===== src/rtl/srf_pkg.sv =====
package srf_pkg;

  typedef enum logic [1:0] {
    RT_OFF  = 2'd0,
    RT_PUSH = 2'd1,
    RT_PULL = 2'd2,
    RT_HOLD = 2'd3
  } route_t;

  // Route style from the endpoint styles at both ends
  function automatic route_t classify(input logic en, input logic in_range,
                                      input logic up_pull, input logic dn_pull);
    if (!en || !in_range)        return RT_OFF;
    else if (!up_pull && !dn_pull) return RT_PUSH;
    else if (up_pull && dn_pull)   return RT_PULL;
    else if (!up_pull && dn_pull)  return RT_HOLD;
    else                           return RT_OFF;
  endfunction

endpackage


===== src/rtl/srf_cfg_regs.sv =====
module srf_cfg_regs #(
  parameter int ND   = 6,
  parameter int SELW = 3,
  parameter int AW   = 3
) (
  input  logic               clk,
  input  logic               rst_n,
  input  logic               we,
  input  logic [AW-1:0]      addr,
  input  logic [SELW:0]      wdata,
  output logic [ND-1:0]      en_o,
  output logic [ND*SELW-1:0] sel_o
);

  logic addr_ok;
  assign addr_ok = int'(addr) < ND;

  for (genvar d = 0; d < ND; d++) begin : g_reg
    always_ff @(posedge clk or negedge rst_n) begin
      if (!rst_n) begin
        en_o[d]                <= 1'b0;
        sel_o[d*SELW +: SELW]  <= '0;
      end else if (we && addr_ok && int'(addr) == d) begin
        en_o[d]                <= wdata[SELW];
        sel_o[d*SELW +: SELW]  <= wdata[SELW-1:0];
      end
    end
  end


  bad_addr_ignored_chk: assert property (@(posedge clk) disable iff (!rst_n)
    (we && !addr_ok) |=> ($stable(en_o) && $stable(sel_o)));

endmodule


===== src/rtl/srf_down_port.sv =====
module srf_down_port
  import srf_pkg::*;
#(
  parameter int            NU         = 6,
  parameter int            W          = 8,
  parameter int            SELW       = 3,
  parameter logic [NU-1:0] UP_PULL    = '0,
  parameter bit            DN_IS_PULL = 1'b0
) (
  input  logic            clk,
  input  logic            rst_n,
  input  logic            en,
  input  logic [SELW-1:0] sel,
  input  logic [NU-1:0]   up_stb_i,
  input  logic [NU*W-1:0] up_dat_i,
  input  logic            dn_req_i,
  output logic            dn_stb_o,
  output logic [W-1:0]    dn_dat_o,
  output logic            dn_ovr_o,
  output route_t          kind_o
);

  logic            in_range;
  logic [SELW-1:0] sel_safe;
  logic            up_stb_sel;
  logic [W-1:0]    up_dat_sel;

  assign in_range   = int'(sel) < NU;
  assign sel_safe   = in_range ? sel : '0;
  assign up_stb_sel = up_stb_i[sel_safe];
  assign up_dat_sel = up_dat_i[int'(sel_safe)*W +: W];
  assign kind_o     = classify(en, in_range, UP_PULL[sel_safe], DN_IS_PULL);

  // Holding register for push upstream -> pull downstream
  logic         cap_pend;   // strobe seen last cycle, word present now
  logic         hold_full;
  logic [W-1:0] hold_q;
  logic [W-1:0] rd_q;
  logic         is_hold;
  logic         cap_fire;
  logic         rd_fire;

  assign is_hold  = (kind_o == RT_HOLD);
  assign cap_fire = is_hold && cap_pend;
  assign rd_fire  = is_hold && dn_req_i && hold_full;
  assign dn_ovr_o = cap_fire && hold_full && !rd_fire;

  always_ff @(posedge clk or negedge rst_n) begin
    if (!rst_n) begin
      cap_pend  <= 1'b0;
      hold_full <= 1'b0;
      hold_q    <= '0;
      rd_q      <= '0;
    end else if (!is_hold) begin
      cap_pend  <= 1'b0;
      hold_full <= 1'b0;
      rd_q      <= '0;
    end else begin
      cap_pend <= up_stb_sel;
      rd_q     <= rd_fire ? hold_q : '0;
      if (cap_fire) begin
        hold_q    <= up_dat_sel;
        hold_full <= 1'b1;
      end else if (rd_fire) begin
        hold_full <= 1'b0;
      end
    end
  end

  always_comb begin
    dn_stb_o = 1'b0;
    dn_dat_o = '0;
    unique case (kind_o)
      RT_PUSH: begin
        dn_stb_o = up_stb_sel;
        dn_dat_o = up_dat_sel;
      end
      RT_PULL: dn_dat_o = up_dat_sel;
      RT_HOLD: dn_dat_o = rd_q;
      default: ;
    endcase
  end


  ovr_needs_full_chk: assert property (@(posedge clk) disable iff (!rst_n)
    dn_ovr_o |-> hold_full);


  read_returns_word_chk: assert property (@(posedge clk) disable iff (!rst_n)
    rd_fire |=> (kind_o != RT_HOLD || dn_dat_o == $past(hold_q)));


  read_drains_chk: assert property (@(posedge clk) disable iff (!rst_n)
    (rd_fire && !cap_fire) |=> !hold_full);


  idle_quiet_chk: assert property (@(posedge clk) disable iff (!rst_n)
    (kind_o == RT_OFF) |-> (!dn_stb_o && dn_dat_o == '0 && !dn_ovr_o));


  push_strobe_src_chk: assert property (@(posedge clk) disable iff (!rst_n)
    dn_stb_o |-> (kind_o == RT_PUSH && up_stb_sel));

endmodule


===== src/rtl/srf_req_fanout.sv =====
module srf_req_fanout #(
  parameter int NU   = 6,
  parameter int ND   = 6,
  parameter int SELW = 3
) (
  input  logic               clk,
  input  logic               rst_n,
  input  logic [ND-1:0]      pull_route,
  input  logic [ND*SELW-1:0] sel,
  input  logic [ND-1:0]      dn_req_i,
  output logic [NU-1:0]      up_req_o
);

  always_comb begin
    up_req_o = '0;
    for (int d = 0; d < ND; d++) begin
      if (pull_route[d] && dn_req_i[d] && int'(sel[d*SELW +: SELW]) < NU)
        up_req_o[sel[d*SELW +: SELW]] = 1'b1;
    end
  end


  req_has_origin_chk: assert property (@(posedge clk) disable iff (!rst_n)
    (up_req_o != '0) |-> ((dn_req_i & pull_route) != '0));


  req_count_bound_chk: assert property (@(posedge clk) disable iff (!rst_n)
    $countones(up_req_o) <= $countones(dn_req_i & pull_route));

endmodule


===== src/rtl/stream_route_fabric.sv =====
module stream_route_fabric
  import srf_pkg::*;
#(
  parameter int                    NSRC    = 4,
  parameter int                    NPU     = 2,
  parameter int                    NSNK    = 4,
  parameter int                    W       = 8,
  parameter logic [NSRC+NPU-1:0]   UP_PULL = 6'b101100,
  parameter logic [NSNK+NPU-1:0]   DN_PULL = 6'b101100,
  localparam int                   NU      = NSRC + NPU,
  localparam int                   ND      = NSNK + NPU,
  localparam int                   SELW    = $clog2(NU),
  localparam int                   AW      = $clog2(ND),
  localparam int                   CW      = SELW + 1
) (
  input  logic            clk,
  input  logic            rst_n,
  input  logic            cfg_we,
  input  logic [AW-1:0]   cfg_addr,
  input  logic [CW-1:0]   cfg_wdata,
  input  logic [NU-1:0]   up_stb_i,
  output logic [NU-1:0]   up_req_o,
  input  logic [NU*W-1:0] up_dat_i,
  output logic [ND-1:0]   dn_stb_o,
  input  logic [ND-1:0]   dn_req_i,
  output logic [ND*W-1:0] dn_dat_o,
  output logic [ND-1:0]   dn_ovr_o
);

  logic [ND-1:0]      route_en;
  logic [ND*SELW-1:0] route_sel;
  logic [ND-1:0]      pull_route;

  srf_cfg_regs #(.ND(ND), .SELW(SELW), .AW(AW)) u_cfg (
    .clk   (clk),
    .rst_n (rst_n),
    .we    (cfg_we),
    .addr  (cfg_addr),
    .wdata (cfg_wdata),
    .en_o  (route_en),
    .sel_o (route_sel)
  );

  for (genvar d = 0; d < ND; d++) begin : g_dn
    route_t kind;

    srf_down_port #(
      .NU(NU), .W(W), .SELW(SELW), .UP_PULL(UP_PULL), .DN_IS_PULL(DN_PULL[d])
    ) u_port (
      .clk      (clk),
      .rst_n    (rst_n),
      .en       (route_en[d]),
      .sel      (route_sel[d*SELW +: SELW]),
      .up_stb_i (up_stb_i),
      .up_dat_i (up_dat_i),
      .dn_req_i (dn_req_i[d]),
      .dn_stb_o (dn_stb_o[d]),
      .dn_dat_o (dn_dat_o[d*W +: W]),
      .dn_ovr_o (dn_ovr_o[d]),
      .kind_o   (kind)
    );

    assign pull_route[d] = (kind == RT_PULL);
  end

  srf_req_fanout #(.NU(NU), .ND(ND), .SELW(SELW)) u_fan (
    .clk        (clk),
    .rst_n      (rst_n),
    .pull_route (pull_route),
    .sel        (route_sel),
    .dn_req_i   (dn_req_i),
    .up_req_o   (up_req_o)
  );


  no_req_to_push_chk: assert property (@(posedge clk) disable iff (!rst_n)
    (up_req_o & ~UP_PULL) == '0);

endmodule


===== config.mk =====
export PLATFORM = sky130hd
export DESIGN_NAME = stream_route_fabric
export DESIGN_NICKNAME = d
export VERILOG_FILES = /design/src/rtl/srf_pkg.sv /design/src/rtl/srf_cfg_regs.sv /design/src/rtl/srf_down_port.sv /design/src/rtl/srf_req_fanout.sv /design/src/rtl/stream_route_fabric.sv
export SDC_FILE = /design/constraint.sdc
export NUM_CORES = 1
export LEC_CHECK = 0
export BUFFER_PORTS_ARGS = -buffer_cell sky130_fd_sc_hd__clkbuf_2
export CORE_MARGIN = 5
export CORE_UTILIZATION = 51
export CTS_CLUSTER_DIAMETER = 120
export DETAILED_ROUTE_END_ITERATION = 12
export PLACE_DENSITY = 0.86
export SLEW_MARGIN = 20
export SYNTH_ARGS = -nofsm -noshare
export SYNTH_HDL_FRONTEND = slang
export SYNTH_SLANG_ARGS = --single-unit

===== constraint.sdc =====
create_clock -name clk -period 1.5 [get_ports clk]
set_input_delay 0.225 -clock clk [delete_from_list [all_inputs] [get_ports clk]]
set_output_delay 0.225 -clock clk [all_outputs]
set_load 0.05 [all_outputs]

==> results by group, run 1 <==
Die
  • Horiz. Die Dim: 121 um
  • Die height: between 100 and 150 um
  • FP Rows: 40
  • Initial Util: a little over half
  • IO Pins: 136

Logic synthesis
  • Warnings from Yosys: 0
  • Mux contribution to synthesized area: 26.7%
  • Post-synthesis cell type count: 58
  • Post-synth top area share: 31.2%
  • Post-Synth Adder-Cell Area: 0%
  • Post-synth EDFFs: 0
  • Synth Flop Type: dfrtp_1
  • Largest family of logic cells by synthesized area: multiplexers
  • Register area share after synthesis: ~31%
  • Post-Syn Area: approximately 6300 um^2
  • Ranking of synthesized cells by area: dfrtp_1 31%, mux2i_1 16%, mux2_2 7.2%, mux4_2 4.0%, and2_1 3.5%
  • FFs w/ async S/R, synth: between 90% and 100%
  • Most numerous cell in the Yosys netlist: mux2i_1
  • Commonest cells in the netlist: 97 x mux2i_1, 78 x dfrtp_1, 57 x nand2_1
  • Yosys reg bits: 78
  • Synth Area in Compound Gates: 15.8%
  • Gate Count Post-Synth: 679
  • Simple-Gate Fraction of Synth Area: a little under a fifth
  • Post-Synth XOR/XNOR Area: 0.140%
  • Synth area leader: dfrtp_1
  • Mean post-synth cell area: 9.21 um^2

Global route
  • Largest net degree at the start of global routing: 39

Clock network
  • Total CTS buffers: 9
  • H-tree levels: 3
  • Clock Tree Root: clkbuf_16
  • # clock sinks: 78
  • Clock tree buffer depth: 2

STA
  • Worst endpoint type: output port
  • Crit. endpoint post-GRT repair: dn_dat_o[9]

Run status
  • Stop err: [ERROR DPL-0038] Utilization greater than 100%, impossible to legalize
  • Status: stopped before the end
  • Last step reached: global routing (5_1_grt)

Place
  • Final Wtd Congestion: around 1.1
  • Dpl ws: -0.333 ns
  • Port Buf Inserts: ~120
  • Placed wire-length estimate: 20.5 mm
  • Placed Cells: ~1100
kinds of logic after synthesis:
| kind of cell | count (synthesis) |
|---|---|
| flip-flops | 78 |
| AO/OA/AOI/OAI | 150 |
| buffers and inverters | 80 |
| other | 1 |
| XOR/XNOR | 1 |
| AND/OR/NAND/NOR | 221 |
| multiplexers | 148 |
through the flow:
stage          hold WS (ns)  instance area, um^2
4_1_cts               0.257                10900
3_5_place_dp          0.184                 8940
3_3_place_gp          0.184                 8940
2_1_floorplan       -0.0706                 6800
timing repair:
action / 4_1_cts
gates resized for setup: 273
endpoints found under the hold margin: 26
pin swaps: 60
gates cloned: 2
hold buffers: 1
setup endpoints to repair: 103
buffers inserted: 42
==> run 2, diff against run 1 <==
--- a/config.mk
+++ b/config.mk
@@ -7,10 +7,9 @@
 export LEC_CHECK = 0
 export BUFFER_PORTS_ARGS = -buffer_cell sky130_fd_sc_hd__clkbuf_2
 export CORE_MARGIN = 5
-export CORE_UTILIZATION = 51
-export CTS_CLUSTER_DIAMETER = 120
+export CORE_UTILIZATION = 40
 export DETAILED_ROUTE_END_ITERATION = 12
-export PLACE_DENSITY = 0.86
+export PLACE_DENSITY_LB_ADDON = 0.15
 export SLEW_MARGIN = 20
 export SYNTH_ARGS = -nofsm -noshare
 export SYNTH_HDL_FRONTEND = slang
==> constraint.sdc (replaced) <==
create_clock -name clk -period 2 [get_ports clk]
set_input_delay 0.3 -clock clk [delete_from_list [all_inputs] [get_ports clk]]
set_output_delay 0.3 -clock clk [all_outputs]
set_load 0.05 [all_outputs]
==> results by group, run 2 <==
STA
  • Worst-margin pin slew: around 0.62 ns
  • Unrepaired setup endpoints after global routing: yes
  • Max Freq: around 0.46 GHz
  • Slew headroom: 58.3%
  • Finish-stage setup viols: 41
  • Final worst slack: -0.162 ns
  • Fin crit share: 108%
  • Final Hold Fails: 0
  • Max-slew violations: 0
  • Skew final: ~0.006 ns
  • Final min period: about 2.2 ns

Worst hold path
  • Min-Delay Endpoint: g_dn[5].u_port.hold_full
  • Worst hold path class: in2reg
  • WHS Path Cells: 4
  • Hold Startpoint: dn_req_i[5]

Worst setup path
  • Flop-to-flop setup slack: 0.13 ns
  • Setup CP Type: reg2out
  • R2R Path End: g_dn[5].u_port.hold_q[3]
  • CP Capture Type: primary output
  • Crit path max fanout: 6
  • Path depth of the worst reg2reg path: 9
  • WP data arrival: 1.86 ns
  • Worst setup SP type: flip-flop
  • FF-to-FF Start: u_cfg.sel_o[15]
  • CP required: 1.70 ns

Clock network
  • Worst-Skew Late Latency: 0.35 ns
  • Reg clk slew, reported paths: 0.06 ns
  • CTS tree: yes
  • # clock sinks: 78 (unchanged)
  • Clock Tree Root: clkbuf_16
  • H-tree levels: 3 (unchanged)
  • Total CTS buffers: 9 (unchanged)
  • Clock tree buffer depth: 2 (unchanged)

Global route
  • GRT overflow: 0
  • Largest net degree at the start of global routing: 46
  • Initial antenna violation count: 0
  • First-pass GRT wire length: 38.7 mm
  • Number of global-route vias before repair: between 6000 and 7000
  • Gr usage total: 28.2%

Die
  • Horiz. Die Dim: 135 um (+12%)
  • Core ar.: roughly 15000 um^2
  • FP Rows: 45 (+13%)
  • Die height: 135 um (+12%)
  • IO Pins: 136 (unchanged)
  • DIE AREA: 18200 um^2
  • Initial Util: 41.0% (-11 points)

Power and ir drop
  • Power Density: 1000 nW/um^2
  • Static leakage: between 4 and 5 nW
  • Worst vdd ir: 0.685 mV
  • Total power draw: 10.0 mW

Logic synthesis
  • Warnings from Yosys: 0 (unchanged)
  • Commonest cells in the netlist: 97 x mux2i_1, 78 x dfrtp_1, 57 x nand2_1
  • Mean post-synth cell area: 9.21 um^2 (unchanged)
  • Post-synthesis cell type count: 58 (unchanged)
  • FFs w/ async S/R, synth: 100% (unchanged)
  • Synth Flop Type: dfrtp_1
  • Register area share after synthesis: 31.2% (unchanged)
  • Synth area leader: dfrtp_1
  • Gate Count Post-Synth: 679 (unchanged)
  • Post-Syn Area: 6250 um^2 (unchanged)
  • Most numerous cell in the Yosys netlist: mux2i_1
  • Yosys reg bits: 78 (unchanged)
  • Post-synth EDFFs: 0 (unchanged)
  • Ranking of synthesized cells by area: dfrtp_1 31%, mux2i_1 16%, mux2_2 7.2%, mux4_2 4.0%, and2_1 3.5%
  • Post-synth top area share: 31.2% (unchanged)

Routing
  • DRC viols: 0
  • WL/cell: 23.9 um
  • Vias/cell: 5.91
  • WL final: 26.5 mm
  • Vias: 6561
  • Antenna viol nets, final: 0
  • Initial DRT Pass Iterations: 5
  • Iter 0 DRT Violations: 656

Layout
  • Antenna diodes: 0
  • Layout Nets: 964
  • Commonest non-fill, non-tap cell in the layout: buf_4
  • Fillers: 1182
  • P&R area growth vs syn: 59.5%
  • Most frequent cells in the layout: 99 x buf_4, 89 x mux2i_1, 65 x dfrtp_1, 65 x clkbuf_2, 54 x nand2_1
  • Finished Cell Area: 9970 um^2
  • Top Registers: g_dn.u_port.hold_q x24, g_dn.u_port.rd_q x24, u_cfg.sel_o x18
  • Share of cells above drive strength 1: 53.5%

Run status
  • Status: complete, but fails checks
  • Violated checks: negative setup slack

Place
  • Port Buf Inserts: 123 (unchanged)
  • Placed wire-length estimate: 18.3 mm (-11%)
  • Dpl ws: 0.0396 ns (+0.373 ns)
  • Final Wtd Congestion: 0.926 (-19%)
  • Cell Area, Placed: 7770 um^2 (-13%)

Flow run
  • Max Cap Viol: 0
-- run 2: cell counts after synthesis --
No cell type changed its count.
-- run 2: cell type report --
type / count / area, um^2 / area share, %
multi-input combinational: 530 / 4750 / 47.7
timing repair buffer: 259 / 2610 / 26.1
sequential: 78 / 1970 / 19.7
tap: 211 / 264 / 2.65
clock buffer: 11 / 253 / 2.53
clock inverter: 5 / 65.1 / 0.652
inverter: 16 / 62.6 / 0.627
-- run 2: power by group --
group          total, mW  internal, mW  switching [mW]
registers           2.29          1.96           0.336
logic               5.96          2.91            3.05
clock network       1.76          1.05           0.709
total               10.0          5.91            4.10
-- run 2: worst max-delay path by stage --
stage                    startpoint           end  slack (ns)  cells past startpoint
finish              u_cfg.sel_o[15]  dn_dat_o[42]       -0.16                      6
global route        u_cfg.sel_o[15]  dn_dat_o[42]       -0.22                      6
CTS                 u_cfg.sel_o[15]  dn_dat_o[42]       -0.15                      6
detailed placement   u_cfg.sel_o[0]   dn_dat_o[3]        0.04                      6
global placement     u_cfg.sel_o[9]  dn_dat_o[30]        0.07                      6
floorplan           u_cfg.sel_o[17]  dn_dat_o[42]       -0.13                      5
-- run 2: per-stage QoR --
stage          instances  setup TNS, ns  hold WS [ns]  utilization [%]
2_1_floorplan        687         -0.845       0.00441                -
3_3_place_gp        1019              0         0.290             50.9
3_5_place_dp        1019              0         0.295             50.9
4_1_cts             1086          -2.90         0.288             61.5
5_1_grt             1110          -5.38         0.312             65.4
6_report            1110          -2.70         0.305             65.4
-- run 2: cell families (layout without fill, tap and decap cells) --
logic type	after synthesis	count (layout)	share of synthesized area (%)
XOR/XNOR	1	1	0.140
other	1	9	0.0600
buffers and inverters	80	291	7.53
AND/OR/NAND/NOR	221	222	18.6
multiplexers	148	148	26.7
flip-flops	78	78	31.2
AO/OA/AOI/OAI	150	150	15.8
-- run 2: timing repair --
action                                 CTS  global route
setup endpoints to repair               55            57
setup buffers                           49            23
resized for setup                      214           110
hold buffers                             1             0
endpoints found under the hold margin   33             0
cloned                                   2             2
pin swaps                               55            60
-- run 2: metal layers --
metal  part of all wire [%]  global-route usage (%)
met5                      0                       0
met4                    3.9                    10.6
met3                     10                    8.87
met2                     47                    45.6
met1                     39                    35.4
-- run 2: critical path, stage by stage, from the launching register on --
cell     delay, ns
dfrtp_1       0.41
buf_6         0.15
buf_4         0.13
mux2i_1       0.12
o221a_4       0.30
o31ai_4       0.24
buf_12        0.17
(Power assumes the default switching activity.)
==> run 3, diff against run 2 <==
--- a/config.mk
+++ b/config.mk
@@ -6,6 +6,7 @@
 export NUM_CORES = 1
 export LEC_CHECK = 0
 export BUFFER_PORTS_ARGS = -buffer_cell sky130_fd_sc_hd__clkbuf_2
+export CORE_ASPECT_RATIO = 0.8
 export CORE_MARGIN = 5
 export CORE_UTILIZATION = 40
 export DETAILED_ROUTE_END_ITERATION = 12
==> results by group, run 3 (synthesis results as in run 2) <==
Routing
  • WL/cell: 23.9 um (+0.28%)
  • WL final: 26.3 mm (-0.62%)
  • Antenna viol nets, final: 0 (unchanged)
  • Initial DRT Pass Iterations: 5 (unchanged)
  • Vias: 6576 (+0.23%)
  • Vias/cell: 5.98 (+1.1%)
  • DRC viols: 0 (unchanged)
  • Iter 0 DRT Violations: 612 (-6.7%)

Clock network
  • CTS tree: yes
  • Total CTS buffers: 9 (unchanged)
  • # clock sinks: 78 (unchanged)
  • Reg clk slew, reported paths: 0.07 ns (about the same)
  • Clock Tree Root: clkbuf_16
  • Worst-Skew Late Latency: 0.35 ns (about the same)
  • H-tree levels: 3 (unchanged)
  • Clock tree buffer depth: 2 (unchanged)

Global route
  • GRT overflow: 0 (unchanged)
  • Initial antenna violation count: 0 (unchanged)
  • Largest net degree at the start of global routing: 79 (+72%)
  • Number of global-route vias before repair: 6618 (+1.9%)
  • Gr usage total: 28.0% (-0.17 points)
  • First-pass GRT wire length: 38.8 mm (about the same)

Layout
  • Final std cells w/o fill: 1100 (-0.90%)
  • Commonest non-fill, non-tap cell in the layout: mux2i_1
  • Layout Nets: 955 (-0.93%)
  • Antenna diodes: 0 (unchanged)
  • Util after Layout: 66.0% (+0.64 points)
  • Finished Cell Area: 10000 um^2 (+0.35%)
  • Most frequent cells in the layout: 86 x mux2i_1, 84 x buf_4, 65 x clkbuf_2, 63 x dfrtp_1, 47 x nand2_1
  • Share of cells above drive strength 1: 55.3% (+1.8 points)
  • P&R area growth vs syn: 60.1%
  • Fillers: 1196 (+1.2%)
  • Top Registers: g_dn.u_port.hold_q x24, g_dn.u_port.rd_q x24, u_cfg.sel_o x18

STA
  • Final worst slack: -0.198 ns (-0.0353 ns)
  • Final min period: 2.20 ns (+0.0353 ns)
  • Setup total negative slack: -3.38 ns (-0.678 ns)
  • Unrepaired setup endpoints after global routing: yes
  • Max-slew violations: 0 (unchanged)
  • Max Freq: 0.455 GHz (-1.6%)
  • Skew final: 0.00723 ns (+0.00123 ns)
  • Final Hold Fails: 0 (unchanged)
  • Fin crit share: 110% (+1.8 points)
  • Finish-stage setup viols: 48 (+17%)

Worst setup path
  • CP delay by family, top: flip-flops
  • Worst setup SP type: flip-flop
  • Worst path buffer plus inverter count: 3 (unchanged)
  • R2R Path End: g_dn[3].u_port.hold_q[2]
  • FF-to-FF Start: u_cfg.sel_o[9]
  • WP data arrival: 1.90 ns (+0.04 ns)
  • CP max-delay cell: dfrtp_2
  • CP Capture Type: primary output
  • Flop-to-flop setup slack: 0.19 ns (+0.06 ns)
  • Cell mode on critical path: buf_12
  • Crit-path cells: buf_12 -> buf_8 -> mux2i_1 -> nor2_1 -> a31oi_2 -> a31oi_4 -> buf_12
  • Largest stage delay, worst path: 0.48 ns (+0.07 ns)
  • Setup CP Type: reg2out
  • CP required: 1.70 ns (about the same)
  • Path depth of the worst reg2reg path: 8 (-1)
  • Crit path max fanout: 6 (unchanged)

Power and ir drop
  • Worst vdd ir: 0.509 mV (-26%)
  • Clock power frac: 17.1% (-0.5 points)
  • Portion of total power attributed to sequential cells: 23.1% (+0.2 points)
  • Switching share of power: 41.2% (+0.24 points)
  • Static leakage: 4.39 nW (-1.7%)
  • Logic pwr share: 59.8% (+0.3 points)
  • Power Density: 1000 nW/um^2 (about the same)
  • Sw Pwr: 4.14 mW (+0.91%)
  • Internal power: 5.91 mW (about the same)

Worst hold path
  • Worst hold path class: in2reg
  • WHS Path Cells: 4 (unchanged)
  • Min-Delay Endpoint: g_dn[5].u_port.hold_full
  • Hold Startpoint: dn_req_i[5]

Die
  • DIE AREA: 18200 um^2 (about the same)
  • IO Pins: 136 (unchanged)
  • FP Rows: 40 (-11%)
  • Die height: 122 um (-9.8%)
  • Horiz. Die Dim: 150 um (+11%)
  • Initial Util: 41.2% (+0.25 points)
  • Core ar.: 15200 um^2 (-0.62%)

Flow run
  • Max Cap Viol: 0 (unchanged)

Place
  • Final Wtd Congestion: 0.970 (+4.7%)
  • Cell Area, Placed: 7730 um^2 (-0.50%)
  • Placed wire-length estimate: 17.7 mm (-3.4%)
  • Port Buf Inserts: 123 (unchanged)
  • Placed Cells: 1004 (-1.5%)
  • Dpl ws: -0.00816 ns (-0.0478 ns)

Run status
  • Status: complete, but fails checks
  • Violated checks: negative setup slack
[run 3: how the worst max path moves through the flow]
| stage | endpoint | cells past startpoint | slack (ns) | startpoint |
|---|---|---|---|---|
| 6_report | dn_dat_o[32] | 7 | -0.20 | u_cfg.sel_o[12] |
| 5_1_grt | dn_dat_o[3] | 5 | -0.24 | u_cfg.sel_o[0] |
| 4_1_cts | dn_dat_o[41] | 6 | -0.18 | u_cfg.sel_o[15] |
| 3_5_place_dp | dn_dat_o[16] | 7 | -0.008 | u_cfg.sel_o[6] |
| 3_3_place_gp | dn_dat_o[16] | 7 | -0.01 | u_cfg.sel_o[6] |
| 2_1_floorplan | dn_dat_o[42] | 5 | -0.13 | u_cfg.sel_o[17] |
[run 3: tightest hold or removal path: stages]
cell	delay [ns]
clkbuf_2	0.12
inv_1	0.06
a21oi_1	0.05
nor2_1	0.08
[run 3: repair_timing]
action / 4_1_cts / 5_1_grt
pin swaps: 43 / 66
endpoints found under the setup margin: 57 / 57
cloned: 4 / 2
endpoints found under the hold margin: 42 / 0
setup buffers: 43 / 34
gates resized for setup: 207 / 119
hold buffers: 1 / 0
[run 3: layer usage]
| metal | part of all wire, % | GRT usage (%) | vias up |
|---|---|---|---|
| met4 | 4.5 | 11.9 | 0 |
| met5 | 0 | 0 | - |
| li1 | - | - | 2866 |
| met1 | 41 | 38.0 | 3248 |
| met3 | 9.9 | 7.44 | 89 |
| met2 | 45 | 42.3 | 373 |
[run 3: area by class of cell]
class,count,area [um^2],area share (%)
clock buffers,10,239,2.39
clock inverters,6,68.8,0.688
inverters,16,68.8,0.688
multi-input cells,529,4770,47.6
flip-flops and latches,78,1970,19.7
well taps,210,263,2.63
repair buffers,251,2630,26.3
[run 3: metrics by stage]
| stage | power [mW] | hold slack [ns] |
|---|---|---|
| 6_report | 10.0 | 0.297 |
| 5_1_grt | 10.5 | 0.332 |
| 4_1_cts | 9.30 | 0.271 |
| 3_5_place_dp | 6.42 | 0.360 |
| 3_3_place_gp | 6.34 | 0.361 |
| 2_1_floorplan | 5.04 | 0.00441 |
[run 3: power groups by stage]
| stage | combinational [mW] | clock (mW) | sequential (mW) |
|---|---|---|---|
| after floorplan | 2.92 | 0 | 2.12 |
| after global placement | 4.10 | 0 | 2.24 |
| after detailed placement | 4.16 | 0 | 2.26 |
| after CTS | 5.27 | 1.75 | 2.28 |
| after global routing | 6.30 | 1.80 | 2.37 |
| final | 6.01 | 1.72 | 2.32 |
==> run 4, diff against run 3 <==
--- a/config.mk
+++ b/config.mk
@@ -14,4 +14,5 @@
 export SLEW_MARGIN = 20
 export SYNTH_ARGS = -nofsm -noshare
 export SYNTH_HDL_FRONTEND = slang
+export SYNTH_HIERARCHICAL = 1
 export SYNTH_SLANG_ARGS = --single-unit
==> results by group, run 4 <==
Power and ir drop
  • Switching share of power: 42.5% (+1.4 points)
  • Worst vdd ir: 0.580 mV (+14%)
  • Total power draw: 10.2 mW (+1.8%)
  • Clock power frac: 15.1% (-2.0 points)
  • Sw Pwr: 4.35 mW (+5.2%)
  • Internal power: 5.88 mW (-0.53%)
  • Portion of total power attributed to sequential cells: 21.3% (-1.8 points)
  • Power Density: 1020 nW/um^2 (+1.2%)
  • Logic pwr share: 63.6% (+3.8 points)
  • Static leakage: 4.31 nW (-1.9%)

Place
  • Dpl ws: -0.347 ns (-0.339 ns)
  • Placed Cells: 1019 (+1.5%)
  • Final Wtd Congestion: 0.859 (-11%)
  • Port Buf Inserts: 126 (+2.4%)
  • Cell Area, Placed: 8500 um^2 (+9.9%)
  • Placed wire-length estimate: 17.3 mm (-2.0%)

Logic synthesis
  • Warnings from Yosys: 6 (+6)
  • Post-Syn Area: 6790 um^2 (+8.6%)
  • Mean post-synth cell area: 10.4 um^2 (+13%)
  • Most numerous cell in the Yosys netlist: dfrtp_1
  • Synth area leader: dfrtp_1
  • Synth Flop Type: dfrtp_1
  • Ranking of synthesized cells by area: dfrtp_1 29%, a211oi_2 10%, mux2i_1 7.5%, mux2_2 6.3%, and2b_2 3.5%
  • Post-synth top area share: 28.8% (-2.5 points)
  • Register area share after synthesis: 28.8% (-2.5 points)
  • Yosys reg bits: 78 (unchanged)
  • FFs w/ async S/R, synth: 100% (unchanged)
  • Post-synth EDFFs: 0 (unchanged)
  • Commonest cells in the netlist: 78 x dfrtp_1, 54 x a211oi_2, 51 x mux2i_1
  • Post-synthesis cell type count: 54 (-6.9%)
  • Gate Count Post-Synth: 651 (-4.1%)

Routing
  • Wire length on met2: 10.9 mm (-7.7%)
  • Initial DRT Pass Iterations: 5 (unchanged)
  • Met3 WL post-DR: 1.72 mm (-34%)
  • Iter 0 DRT Violations: 359 (-41%)
  • Vias: 6132 (-6.8%)
  • M1 WL: 10.9 mm (+1.5%)
  • WL/cell: 22.1 um (-7.7%)
  • DRC viols: 0 (unchanged)
  • Vias/cell: 5.63 (-5.8%)
  • WL final: 24.0 mm (-8.6%)
  • Antenna viol nets, final: 0 (unchanged)
  • Top sig layer: met4

Worst setup path
  • WP data arrival: 2.24 ns (+0.34 ns)
  • FF-to-FF Start: u_cfg/sel_o[16]
  • Setup CP Type: reg2out
  • CP delay by family, top: simple AND/OR/NAND/NOR gates
  • CP max-delay cell: or4b_4
  • Critical Path Start: u_cfg/sel_o[6]
  • Crit-path cells: nand2_2 -> nor3b_4 -> nor2b_4 -> and4bb_1 -> a22o_1 -> or4b_4 -> buf_8
  • CP Capture Type: primary output
  • Largest stage delay, worst path: 0.50 ns (+0.02 ns)
  • Crit path max fanout: 2 (-4)
  • CP required: 1.70 ns (about the same)
  • Worst path buffer plus inverter count: 1 (-2)
  • Worst setup SP type: flip-flop
  • Flop-to-flop setup slack: 0.12 ns (-0.07 ns)

Clock network
  • # clock sinks: 78 (unchanged)
  • Reg clk slew, reported paths: 0.06 ns (about the same)
  • H-tree levels: 3 (unchanged)
  • CTS tree: yes
  • Worst-Skew Late Latency: 0.35 ns (about the same)
  • Total CTS buffers: 9 (unchanged)
  • Clock Tree Root: clkbuf_16
  • Clock tree buffer depth: 2 (unchanged)

STA
  • Worst hold slack: 0.284 ns (-0.0124 ns)
  • Fin crit share: 127% (+17 points)
  • Setup total negative slack: -9.82 ns (-6.44 ns)
  • Slew headroom: 62.3%
  • Max-slew violations: 0 (unchanged)
  • Final worst slack: -0.535 ns (-0.338 ns)
  • Final min period: 2.54 ns (+0.338 ns)
  • Final Hold Fails: 0 (unchanged)
  • Finish-stage setup viols: 36 (-25%)
  • Worst-margin pin slew: 0.559 ns
  • Skew final: 0.00761 ns (+0.000380 ns)
  • Unrepaired setup endpoints after global routing: yes
  • Max Freq: 0.394 GHz (-13%)

Layout
  • Most frequent cells in the layout: 90 x buf_4, 74 x dfrtp_1, 65 x clkbuf_2, 47 x mux2i_1, 42 x nand2_1
  • P&R area growth vs syn: 48.4%
  • Share of cells above drive strength 1: 61.6% (+6.3 points)
  • Commonest non-fill, non-tap cell in the layout: buf_4
  • Antenna diodes: 0 (unchanged)
  • Layout Nets: 934 (-2.2%)
  • Fillers: 1381 (+15%)
  • Area of the multi-input gates: 4930 um^2 (+3.4%)
  • Top Registers: g_dn.u_port/hold_q x24, g_dn.u_port/rd_q x24, u_cfg/sel_o x18
  • Finished Cell Area: 10100 um^2 (+0.66%)
  • Final std cells w/o fill: 1089 (-1.0%)
  • Util after Layout: 60.7% (-5.3 points)
  • Register Area: 1960 um^2 (-0.70%)

Worst hold path
  • Worst hold path class: in2async

Global route
  • Largest net degree at the start of global routing: 46 (-42%)
  • Gr usage total: 23.7% (-4.4 points)
  • GRT overflow: 0 (unchanged)
  • First-pass GRT wire length: 35.9 mm (-7.2%)
  • Initial antenna violation count: 0 (unchanged)
  • Number of global-route vias before repair: 6010 (-9.2%)

Die
  • Core ar.: 16600 um^2 (+9.5%)
  • Initial Util: 40.9% (-0.35 points)
  • FP Rows: 42 (+5.0%)
  • DIE AREA: 19700 um^2 (+7.9%)
  • Horiz. Die Dim: 156 um (+3.9%)
  • Die height: 127 um (+3.9%)
  • IO Pins: 136 (unchanged)

Run status
  • Status: complete, but fails checks
  • Violated checks: negative setup slack

Flow run
  • Max Cap Viol: 0 (unchanged)
[run 4: cell count changes in the layout (fill, tap and decap cells not counted), sizes merged, moves of 14 or more]
cell    delta
nor3      -19
o221ai    +21
nand2b    +17
nand2     -14
a211oi    +52
o22ai     -31
nor2      -34
mux2i     -46
and2b     +25
[run 4: timing repair]
| item | 4_1_cts | 5_1_grt |
|---|---|---|
| buffers inserted | 25 | 27 |
| hold buffers | 1 | 0 |
| resized for setup | 121 | 67 |
| setup endpoints to repair | 61 | 57 |
| endpoints found under the hold margin | 46 | 0 |
| pin swaps | 53 | 52 |
| cloned | 2 | 2 |
[run 4: path summary, 6_finish.rpt]
path,end,cells after the start
min in group clk,u_cfg/sel_o[6],2
setup reg to reg,g_dn[5].u_port/hold_q[0],9
hold reg to reg,g_dn[2].u_port/rd_q[3],1
max in group asynchronous,g_dn[5].u_port/hold_q[4],3
setup / recovery,up_req_o[0],7
hold / removal,g_dn[3].u_port/hold_q[2],2
[run 4: cell type report]
| type | count | share of cell area [%] |
|---|---|---|
| clock buffers | 10 | 2.37 |
| inverters | 14 | 0.522 |
| clock inverters | 6 | 0.373 |
| multi-input cells | 508 | 48.9 |
| flip-flops and latches | 78 | 19.4 |
| well taps | 220 | 2.73 |
| repair buffers | 253 | 25.7 |
[run 4: kinds of logic (layout without fill, tap and decap cells)]
kind of cell	count (synthesis)	count (layout)	synth area share (%)
flops	78	78	28.8
buf+inv	68	283	7.37
mux	99	99	16.0
compound gates	185	185	25.5
other cells	6	9	0.332
simple gates	215	215	22.0
[run 4: power by group through the flow]
stage | Sequential (mW) | Combinational (mW) | Clock, mW
detailed placement | 2.18 | 5.18 | 0
finish | 2.17 | 6.51 | 1.55
floorplan | 2.18 | 3.55 | 0
CTS | 2.16 | 5.95 | 1.59
global placement | 2.16 | 5.09 | 0
global route | 2.22 | 6.84 | 1.66
[run 4: worst reg2reg max path: stages, from the launching register on]
cell and delay (ns):
dfrtp_1 0.42, buf_6 0.14, buf_6 0.12, nor2b_4 0.14, buf_12 0.14, a22oi_2 0.26
o221ai_2 0.19, buf_4 0.17, buf_4 0.12, o21ai_1 0.12
[run 4: per-layer routing]
layer	global-route usage [%]	vias to the layer above
met2	36.8	208
met3	5.35	37
met5	0	-
met1	33.2	3052
met4	6.54	0
li1	-	2835
